$ cat src/rtl/dpa_pkg.sv
package dpa_pkg;
    typedef enum logic [1:0] {
        ARB_FREE        = 2'd0,
        ARB_LEFT_HOLDS  = 2'd1,
        ARB_RIGHT_HOLDS = 2'd2
    } arb_state_e;

    localparam int PORT_L = 0;
    localparam int PORT_R = 1;
    localparam int NUM_PORTS = 2;
endpackage

$ cat src/rtl/dpa_req_reg.sv
module dpa_req_reg #(
    parameter int ADDR_W = 14
) (
    input  logic              clk,
    input  logic              rst_n,
    input  logic              en_i,
    input  logic              we_i,
    input  logic [ADDR_W-1:0] addr_i,
    output logic              en_q,
    output logic              we_q,
    output logic [ADDR_W-1:0] addr_q
);
    always_ff @(posedge clk or negedge rst_n) begin
        if (!rst_n) begin
            en_q   <= 1'b0;
            we_q   <= 1'b0;
            addr_q <= '0;
        end else begin
            en_q   <= en_i;
            we_q   <= we_i;
            addr_q <= addr_i;
        end
    end
endmodule

$ cat src/rtl/dpa_arb_fsm.sv
module dpa_arb_fsm
    import dpa_pkg::*;
#(
    parameter int ADDR_W = 14
) (
    input  logic              clk,
    input  logic              rst_n,
    input  logic              en_l_i,
    input  logic [ADDR_W-1:0] addr_l_i,
    input  logic              en_r_i,
    input  logic [ADDR_W-1:0] addr_r_i,
    input  logic              en_l_q,
    input  logic [ADDR_W-1:0] addr_l_q,
    input  logic              en_r_q,
    input  logic [ADDR_W-1:0] addr_r_q,
    output logic              left_blocked_o,
    output logic              right_blocked_o
);
    arb_state_e state_q, state_d;
    logic       hit, left_held, right_held;
    arb_state_e fresh_owner;

    always_comb begin
        hit         = en_l_i && en_r_i && (addr_l_i == addr_r_i);
        left_held   = en_l_q && (addr_l_q == addr_l_i);
        right_held  = en_r_q && (addr_r_q == addr_r_i);
        // T_CLAIM_RIGHT only for a sole incumbent right; otherwise T_CLAIM_LEFT
        fresh_owner = (right_held && !left_held) ? ARB_RIGHT_HOLDS : ARB_LEFT_HOLDS;
        state_d     = ARB_FREE;
        unique case (state_q)
            ARB_FREE: begin
                state_d = hit ? fresh_owner : ARB_FREE;
            end
            ARB_LEFT_HOLDS: begin
                if (!hit)                        state_d = ARB_FREE;        // T_RELEASE
                else if (addr_l_i == addr_l_q)   state_d = ARB_LEFT_HOLDS;  // T_KEEP
                else                             state_d = fresh_owner;
            end
            ARB_RIGHT_HOLDS: begin
                if (!hit)                        state_d = ARB_FREE;        // T_RELEASE
                else if (addr_r_i == addr_r_q)   state_d = ARB_RIGHT_HOLDS; // T_KEEP
                else                             state_d = fresh_owner;
            end
            default: state_d = ARB_FREE;
        endcase
    end

    always_ff @(posedge clk or negedge rst_n) begin
        if (!rst_n) state_q <= ARB_FREE;
        else        state_q <= state_d;
    end

    always_comb begin
        left_blocked_o  = 1'b0;
        right_blocked_o = 1'b0;
        unique case (state_q)
            ARB_FREE:        ;
            ARB_LEFT_HOLDS:  right_blocked_o = 1'b1;
            ARB_RIGHT_HOLDS: left_blocked_o  = 1'b1;
            default:         ;
        endcase
    end

    // ownership only exists for two enabled requests on one word
    p_hold_needs_hit_r6: assert property (@(posedge clk) disable iff (!rst_n)
        (state_q != ARB_FREE) |-> (en_l_q && en_r_q && (addr_l_q == addr_r_q)));
endmodule

$ cat src/rtl/dpa_permit.sv
module dpa_permit (
    input  logic clk,
    input  logic rst_n,
    input  logic master_i,
    input  logic left_blocked_i,
    input  logic right_blocked_i,
    input  logic busy_l_i,
    input  logic busy_r_i,
    input  logic en_l_q,
    input  logic we_l_q,
    input  logic en_r_q,
    input  logic we_r_q,
    output logic busy_l_o,
    output logic busy_r_o,
    output logic wr_ok_l_o,
    output logic wr_ok_r_o,
    output logic rd_ok_l_o,
    output logic rd_ok_r_o
);
    logic stop_l, stop_r;

    always_comb begin
        stop_l    = master_i ? left_blocked_i  : busy_l_i;
        stop_r    = master_i ? right_blocked_i : busy_r_i;
        busy_l_o  = master_i && left_blocked_i;
        busy_r_o  = master_i && right_blocked_i;
        wr_ok_l_o = en_l_q && we_l_q && !stop_l;
        wr_ok_r_o = en_r_q && we_r_q && !stop_r;
        rd_ok_l_o = en_l_q && !we_l_q;
        rd_ok_r_o = en_r_q && !we_r_q;
    end

    p_busy_no_write_l_r8: assert property (@(posedge clk) disable iff (!rst_n)
        stop_l |-> !wr_ok_l_o);
    p_busy_no_write_r_r8: assert property (@(posedge clk) disable iff (!rst_n)
        stop_r |-> !wr_ok_r_o);
    p_slave_silent_r9: assert property (@(posedge clk) disable iff (!rst_n)
        !master_i |-> (!busy_l_o && !busy_r_o));
endmodule

$ cat src/rtl/dpa_contention_arbiter.sv
module dpa_contention_arbiter
    import dpa_pkg::*;
#(
    parameter int ADDR_W = 14
) (
    input  logic              clk,
    input  logic              rst_n,
    input  logic              master_i,
    input  logic              en_l_i,
    input  logic              we_l_i,
    input  logic [ADDR_W-1:0] addr_l_i,
    input  logic              en_r_i,
    input  logic              we_r_i,
    input  logic [ADDR_W-1:0] addr_r_i,
    input  logic              busy_l_i,
    input  logic              busy_r_i,
    output logic              busy_l_o,
    output logic              busy_r_o,
    output logic              wr_ok_l_o,
    output logic              wr_ok_r_o,
    output logic              rd_ok_l_o,
    output logic              rd_ok_r_o
);
    logic [NUM_PORTS-1:0] en_in, we_in, en_q, we_q;
    logic [ADDR_W-1:0]    addr_in [NUM_PORTS];
    logic [ADDR_W-1:0]    addr_q  [NUM_PORTS];
    logic                 left_blocked, right_blocked;

    assign en_in[PORT_L]   = en_l_i;
    assign en_in[PORT_R]   = en_r_i;
    assign we_in[PORT_L]   = we_l_i;
    assign we_in[PORT_R]   = we_r_i;
    assign addr_in[PORT_L] = addr_l_i;
    assign addr_in[PORT_R] = addr_r_i;

    for (genvar p = 0; p < NUM_PORTS; p++) begin : g_req
        dpa_req_reg #(.ADDR_W(ADDR_W)) req_i (
            .clk    (clk),
            .rst_n  (rst_n),
            .en_i   (en_in[p]),
            .we_i   (we_in[p]),
            .addr_i (addr_in[p]),
            .en_q   (en_q[p]),
            .we_q   (we_q[p]),
            .addr_q (addr_q[p])
        );
    end

    dpa_arb_fsm #(.ADDR_W(ADDR_W)) fsm_i (
        .clk             (clk),
        .rst_n           (rst_n),
        .en_l_i          (en_l_i),
        .addr_l_i        (addr_l_i),
        .en_r_i          (en_r_i),
        .addr_r_i        (addr_r_i),
        .en_l_q          (en_q[PORT_L]),
        .addr_l_q        (addr_q[PORT_L]),
        .en_r_q          (en_q[PORT_R]),
        .addr_r_q        (addr_q[PORT_R]),
        .left_blocked_o  (left_blocked),
        .right_blocked_o (right_blocked)
    );

    dpa_permit permit_i (
        .clk             (clk),
        .rst_n           (rst_n),
        .master_i        (master_i),
        .left_blocked_i  (left_blocked),
        .right_blocked_i (right_blocked),
        .busy_l_i        (busy_l_i),
        .busy_r_i        (busy_r_i),
        .en_l_q          (en_q[PORT_L]),
        .we_l_q          (we_q[PORT_L]),
        .en_r_q          (en_q[PORT_R]),
        .we_r_q          (we_q[PORT_R]),
        .busy_l_o        (busy_l_o),
        .busy_r_o        (busy_r_o),
        .wr_ok_l_o       (wr_ok_l_o),
        .wr_ok_r_o       (wr_ok_r_o),
        .rd_ok_l_o       (rd_ok_l_o),
        .rd_ok_r_o       (rd_ok_r_o)
    );

    // a request pair that does not collide leaves no busy flag next cycle
    p_split_clears_r7: assert property (@(posedge clk) disable iff (!rst_n)
        !(en_l_i && en_r_i && (addr_l_i == addr_r_i)) |=> (!busy_l_o && !busy_r_o));
    // an owning left side that stays on its word keeps the right side busy
    p_owner_kept_r5: assert property (@(posedge clk) disable iff (!rst_n)
        (busy_r_o && en_l_i && en_r_i && (addr_l_i == addr_r_i)
         && (addr_l_i == addr_q[PORT_L])) |=> (!master_i || busy_r_o));
    // the two busy flags never rise together
    p_single_loser_r3: assert property (@(posedge clk) disable iff (!rst_n)
        !(busy_l_o && busy_r_o));
endmodule

$ cat config.mk
export PLATFORM = sky130hd
export DESIGN_NAME = dpa_contention_arbiter
export DESIGN_NICKNAME = d
export VERILOG_FILES = /design/src/rtl/dpa_pkg.sv /design/src/rtl/dpa_req_reg.sv /design/src/rtl/dpa_arb_fsm.sv /design/src/rtl/dpa_permit.sv /design/src/rtl/dpa_contention_arbiter.sv
export SDC_FILE = /design/constraint.sdc
export NUM_CORES = 1
export LEC_CHECK = 0
export ABC_CLOCK_PERIOD_IN_PS = 1600
export CORE_MARGIN = 2
export CORE_UTILIZATION = 46
export DETAILED_ROUTE_END_ITERATION = 8
export PLACE_DENSITY = 0.84
export SYNTH_ARGS = -nofsm -noshare
export SYNTH_HDL_FRONTEND = slang
export SYNTH_SLANG_ARGS = --single-unit
$ cat constraint.sdc
create_clock -name clk -period 1.6 [get_ports clk]
set_clock_uncertainty 0.1 [all_clocks]
set_input_delay 0.32 -clock clk [delete_from_list [all_inputs] [get_ports clk]]
set_output_delay 0.32 -clock clk [all_outputs]
set_load 0.1 [all_outputs]
; Word-level counts from Yosys, hierarchy flattened
; Index checks and enable logic that the tools add are counted.
[classes]
eq_ne = 7
muxes = 11
n_reduce_logical = 19
[op_table]
columns = op, n
row1 = 14-bit equality test, 5
row2 = 1-bit logical AND, 13
row3 = 2-bit two-way mux, 6
row4 = 2-bit case mux with 3 select lines, 1
row5 = 1-bit zero test, 5
row6 = 1-bit two-way mux, 4
row7 = "2-bit by 1-bit equality test with 1-bit output, second input constant", 1
row8 = "2-bit equality test, second input constant", 1
row9 = 2-bit zero test, 1
[word_totals]
regBits = 34
inputBits = 37
out_inout_bits = 6
word_cells = 44

; Depth between registers and ports, before layout
[logic_depth]
word_depth = 8
ltp_mapped = 5
mapped_depth_nobuf = 5

; Modules after synthesis
; From an unflattened synthesis, not the netlist that was laid out.
[hier_totals]
hier_cells = 115
area_unflattened_um2 = 1466.4
[modules_own_cells]
columns = module, n_inst, cells_per_inst, area_per_inst_um2, seq_area_each_um2
row1 = dpa_req_reg, 2, 16, 400.4, 400.4
row2 = dpa_arb_fsm, 1, 73, 595.6, 50.0
row3 = dpa_permit, 1, 10, 70.1, 0.0

; Worst setup path before layout
; Ideal clock, no wire load.
[synth_timing]
kind = register to output
start = register fsm_i.state_q[0]
end = output wr_ok_r_o
t_arrival_ns = 2.663
required_time_ns = 1.180
path_slack_ns = -1.483
path_stages_with_launch = 4
path_buffers = 0
path_cell_list = dfrtp_1 nand2_1 nor2_1 nor2_1
[synth_via]
elab_chain_cells = 5
[synth_lines]
columns = item, line_no
row1 = "start, declared", dpa_arb_fsm.sv:19  ; arb_state_e state_q, state_d;
row2 = "start signal, assigned", dpa_arb_fsm.sv:50  ; else state_q <= state_d;
row3 = 2-bit by 1-bit equality test with 1-bit output, dpa_arb_fsm.sv:56  ; unique case (state_q)
row4 = 1-bit two-way mux, dpa_arb_fsm.sv:56
row5 = 1-bit two-way mux, dpa_permit.sv:24  ; stop_r = master_i ? right_blocked_i : busy_r_i;
row6 = 1-bit zero test, dpa_permit.sv:28  ; wr_ok_r_o = en_r_q && we_r_q && !stop_r;
row7 = 1-bit logical AND, dpa_permit.sv:28
row8 = "end, declared", dpa_contention_arbiter.sv:20  ; output logic wr_ok_r_o,
; Every way passes these cells.

; Final worst setup path
[layout_timing]
start = register fsm_i.state_q[1]
end = output wr_ok_l_o
[layout_via]
elab_chain_cells = 5
[layout_lines]
columns = item, line_no
row1 = 2-bit equality test, dpa_arb_fsm.sv:56
row2 = 1-bit two-way mux, dpa_arb_fsm.sv:56
row3 = 1-bit two-way mux, dpa_permit.sv:23  ; stop_l = master_i ? left_blocked_i : busy_l_i;
row4 = 1-bit zero test, dpa_permit.sv:27  ; wr_ok_l_o = en_l_q && we_l_q && !stop_l;
row5 = 1-bit logical AND, dpa_permit.sv:27
row6 = "end, declared", dpa_contention_arbiter.sv:19  ; output logic wr_ok_l_o,
; Every way passes these cells.

==> impl_results.rst <==
.. list-table::
   :header-rows: 1

   * - Metric
     - Value
   * - Arrival time at the worst endpoint
     - ~1300 ps
   * - Crit share post-route
     - 1.07
   * - CP max FO
     - 2
   * - Total clock sinks
     - 34
   * - Share of power burned in the clock network
     - 0.261
   * - Worst-margin pin slew
     - 369 ps
   * - Run status
     - finished, violations left
   * - Final Total Pwr
     - 0.00173 W
   * - Average detailed-routed wire length per instance
     - approximately 15 microns
   * - Fin. max-slew vios
     - 0
   * - Worst VDD drop
     - 0.627 mV
   * - Via total after detailed routing
     - 1133
   * - Cell Area, Synth
     - between 1000 and 1500 sq um
   * - Top cells by area in the synthesized netlist
     - sky130_fd_sc_hd__dfrtp_1, sky130_fd_sc_hd__xor2_1, sky130_fd_sc_hd__xnor2_1, sky130_fd_sc_hd__nor4_4, sky130_fd_sc_hd__nand4_1
   * - Post-Syn Nets
     - 152
   * - Switching Power
     - 0.000461 W
   * - Combined global-route utilization of all metal layers
     - 0.212
   * - FF-to-FF Start
     - fsm_i.state_q[1]
   * - End of the worst register-to-register path
     - fsm_i.state_q[0]
   * - Share of synthesized area occupied by flip-flops and latches
     - 0.575
   * - Count of distinct cell types in the synthesized netlist
     - 22
   * - Hold depth
     - 1
   * - Synth Area in Compound Gates
     - 0.0313
   * - Hold Crit Endpoint
     - g_req[0].req_i.addr_q[6]
   * - Multi-input gate area
     - roughly 700 sq um
   * - Row count
     - 20
   * - Pin count of the biggest net entering global routing
     - 35
   * - Type of the worst min-delay path
     - primary input to flip-flop
   * - Clock period minus final worst setup slack
     - 1710 ps
   * - Power share of the sequential group
     - 0.532
   * - Final WS setup
     - -106 ps
   * - Diodes inserted
     - 0
   * - HPWL Detailed
     - 2550 microns
   * - Sw Ratio
     - 0.267
   * - Initial DRC Count
     - 29
   * - First-pass GRT wire length
     - 5620 microns
   * - DRC viols
     - 0
   * - Number of instances in the synthesized netlist
     - 115
   * - Synthesized-area fraction occupied by xor and xnor cells
     - 0.249
   * - Cell at the root of the clock tree
     - sky130_fd_sc_hd__clkbuf_4
   * - Die outline area
     - 3690 sq um
   * - PD cells
     - 754 nW/um^2
   * - Antenna violations before repair
     - 0
   * - Synthesis-to-layout area growth
     - 54.9%
   * - Number of hold violations in the final report
     - 0
   * - Total global routing overflow
     - 0
   * - Fraction of final layout cells with drive strength greater than 1
     - 0.279
   * - Depth of the most critical reg-to-reg path
     - 8
   * - Logic pwr share
     - 0.207
   * - Startpoint type of the worst setup path
     - flip-flop
   * - Kind of critical path
     - flip-flop to output port
   * - Total clock buffers created by CTS
     - 5
   * - Vias in the first global route
     - 1241
   * - Final weighted congestion in routability-driven placement
     - 0.796
   * - Number of nets with antenna violations after routing
     - 0
   * - Fraction of met2 tracks used by global routing
     - 0.352
   * - Synth warnings
     - 0
   * - H-tree Lvls
     - 2
   * - Storage element area
     - around 850 sq um
   * - Top Usage Layer GRT
     - met2
   * - Flip-flop and latch count after synthesis
     - 34
   * - Count of hold-fix buffers inserted at cts
     - 0
   * - Worst-Skew Late Latency
     - 320 ps
   * - Unrepaired setup endpoints after global routing
     - yes
   * - Number of buffers between clock root and the deepest sink
     - 2
   * - Most used cells in the layout excluding fill and tap cells
     - sky130_fd_sc_hd__xor2_1, sky130_fd_sc_hd__dfrtp_1, sky130_fd_sc_hd__dlygate4sd2_1, sky130_fd_sc_hd__buf_4, sky130_fd_sc_hd__clkdlybuf4s50_1
   * - CTS clk-pin slew, worst paths
     - 90 ps
   * - Top cell type's share of synthesized area
     - 0.575
   * - Main combinational cell family by area after synthesis
     - XOR/XNOR gates
   * - Worst hold path startpoint
     - addr_l_i[6]
   * - Per-cell via count in the routed design
     - 4.99
   * - Post-Route WL
     - roughly 3400 microns
   * - Pleak
     - about 1.0 nW
   * - Final setup vio count
     - 6
   * - Number of top-level pins
     - 43
   * - Category of the worst setup path capture point
     - output port
   * - Fill cells
     - 225
   * - Number of port buffers
     - 42
   * - Number of nets in the layout
     - 221
   * - Mean Syn Cell Area
     - 12.9 sq um
   * - Cell taking the most area after synthesis
     - sky130_fd_sc_hd__dfrtp_1
   * - Data required time at the worst endpoint
     - 1180 ps
   * - Die width
     - 60.7 microns
   * - Die extent in y
     - 60.7 microns
   * - Internal Pwr Total
     - 0.00127 W
   * - Core outline area
     - 3050 sq um
   * - Max-capacitance violation count
     - 0
   * - Synth Area in Adders
     - 0
   * - Clock tree from TritonCTS
     - done
   * - GRT met3 Usage
     - 0.0554
   * - Commonest non-fill, non-tap cell in the layout
     - sky130_fd_sc_hd__xor2_1
   * - Multiplexer share of the synthesized area
     - 0
   * - Highest attainable clock frequency
     - 586 MHz
   * - Met1 GRT Util
     - 0.264
   * - Number of iterations in the first detailed-routing pass
     - 4
   * - Area fraction in and, or, nand and nor cells after synthesis
     - 0.140
   * - Initial core utilization
     - 0.485
   * - Core utilization of the finished layout
     - 0.751
   * - R2R setup slack
     - -40 ps
   * - Remaining max-slew budget at the tightest pin
     - 0.752
   * - Violated checks
     - setup timing
-- metal layers --
metal	vias to the layer above	wire (microns)	part of all wire
met5	-	0	0
met4	0	46	0.014
met3	4	252	0.075
met2	54	1740	0.52
met1	550	1330	0.39
li1	525	-	-
-- kinds of logic after synthesis --
group | Yosys count
XOR/XNOR | 42
buffers and inverters | 2
flip-flops | 34
AO/OA/AOI/OAI | 6
AND/OR/NAND/NOR | 31
-- state kept, by name, indices dropped and copies added (netlist names) --
| signal | count |
|---|---|
| fsm_i.state_q | 2 |
| g_req.req_i.addr_q | 28 |
| g_req.req_i.en_q | 2 |
| g_req.req_i.we_q | 2 |
-- what timing repair did --
| action | in CTS | in global routing |
|---|---|---|
| pin swaps | 18 | 8 |
| setup endpoints to repair | 6 | 6 |
| buffers inserted | 4 | 3 |
| gates resized for setup | 28 | 8 |
-- through the flow --
stage	setup TNS, ps	hold slack (ps)	std cells	setup WS [ps]	instance area (sq um)
floorplan	-414	-75.6	115	-289	1510
global placement	-1230	517	214	-418	2160
detailed placement	-1390	531	214	-485	2160
CTS	-352	199	224	-120	2240
global route	-667	92.9	227	-164	2290
finish	-294	100	227	-106	2290
-- layout make-up --
class	instances	area share
inverter	2	0.00328
sequential	34	0.372
tap	44	0.0240
multi-input combinational	79	0.304
clock buffer	6	0.0224
timing repair buffer	62	0.274
-- critical path: stages (launching register included) --
cell                      delay (ps)
sky130_fd_sc_hd__dfrtp_1         400
sky130_fd_sc_hd__nor2b_4         130
sky130_fd_sc_hd__and2_4          150
sky130_fd_sc_hd__nor2_4          100
sky130_fd_sc_hd__buf_12          180
-- cells in the mapped netlist --
| cell type | number |
|---|---|
| sky130_fd_sc_hd__and2_1 | 1 |
| sky130_fd_sc_hd__nor4_1 | 5 |
| sky130_fd_sc_hd__xor2_1 | 37 |
| sky130_fd_sc_hd__nor4_4 | 2 |
| sky130_fd_sc_hd__nand2_1 | 2 |
| sky130_fd_sc_hd__a41o_1 | 1 |
| sky130_fd_sc_hd__nand3b_1 | 1 |
| sky130_fd_sc_hd__a21oi_2 | 1 |
| sky130_fd_sc_hd__nand4_1 | 5 |
| sky130_fd_sc_hd__nor2_1 | 6 |
| sky130_fd_sc_hd__o211ai_1 | 2 |
| sky130_fd_sc_hd__nand3_1 | 1 |
| sky130_fd_sc_hd__nor4_2 | 1 |
| sky130_fd_sc_hd__a211oi_1 | 1 |
| sky130_fd_sc_hd__nor3_1 | 2 |
| sky130_fd_sc_hd__a21oi_1 | 1 |
| sky130_fd_sc_hd__xnor2_1 | 5 |
| sky130_fd_sc_hd__inv_1 | 2 |
| sky130_fd_sc_hd__nor2b_1 | 3 |
| sky130_fd_sc_hd__and3_1 | 1 |
| sky130_fd_sc_hd__dfrtp_1 | 34 |
| sky130_fd_sc_hd__nand2b_1 | 1 |
-- power groups by stage --
stage / Sequential, W / Clock [W] / Combinational (W)
2_1_floorplan: 0.000934 / 0 / 0.000150
3_3_place_gp: 0.000937 / 0 / 0.000350
3_5_place_dp: 0.000939 / 0 / 0.000360
4_1_cts: 0.000922 / 0.000470 / 0.000350
5_1_grt: 0.000925 / 0.000498 / 0.000388
6_report: 0.000920 / 0.000451 / 0.000358
-- worst max-delay path by stage --
| stage | start | end | slack (ps) | cells past startpoint |
|---|---|---|---|---|
| 2_1_floorplan | fsm_i.state_q[0] | wr_ok_r_o | -290 | 3 |
| 3_3_place_gp | addr_l_i[6] | fsm_i.state_q[1] | -420 | 6 |
| 3_5_place_dp | addr_r_i[6] | fsm_i.state_q[0] | -490 | 6 |
| 4_1_cts | fsm_i.state_q[1] | wr_ok_l_o | -120 | 4 |
| 5_1_grt | fsm_i.state_q[0] | wr_ok_l_o | -160 | 4 |
| 6_report | fsm_i.state_q[1] | wr_ok_l_o | -110 | 4 |
(Power assumes the default switching activity.)
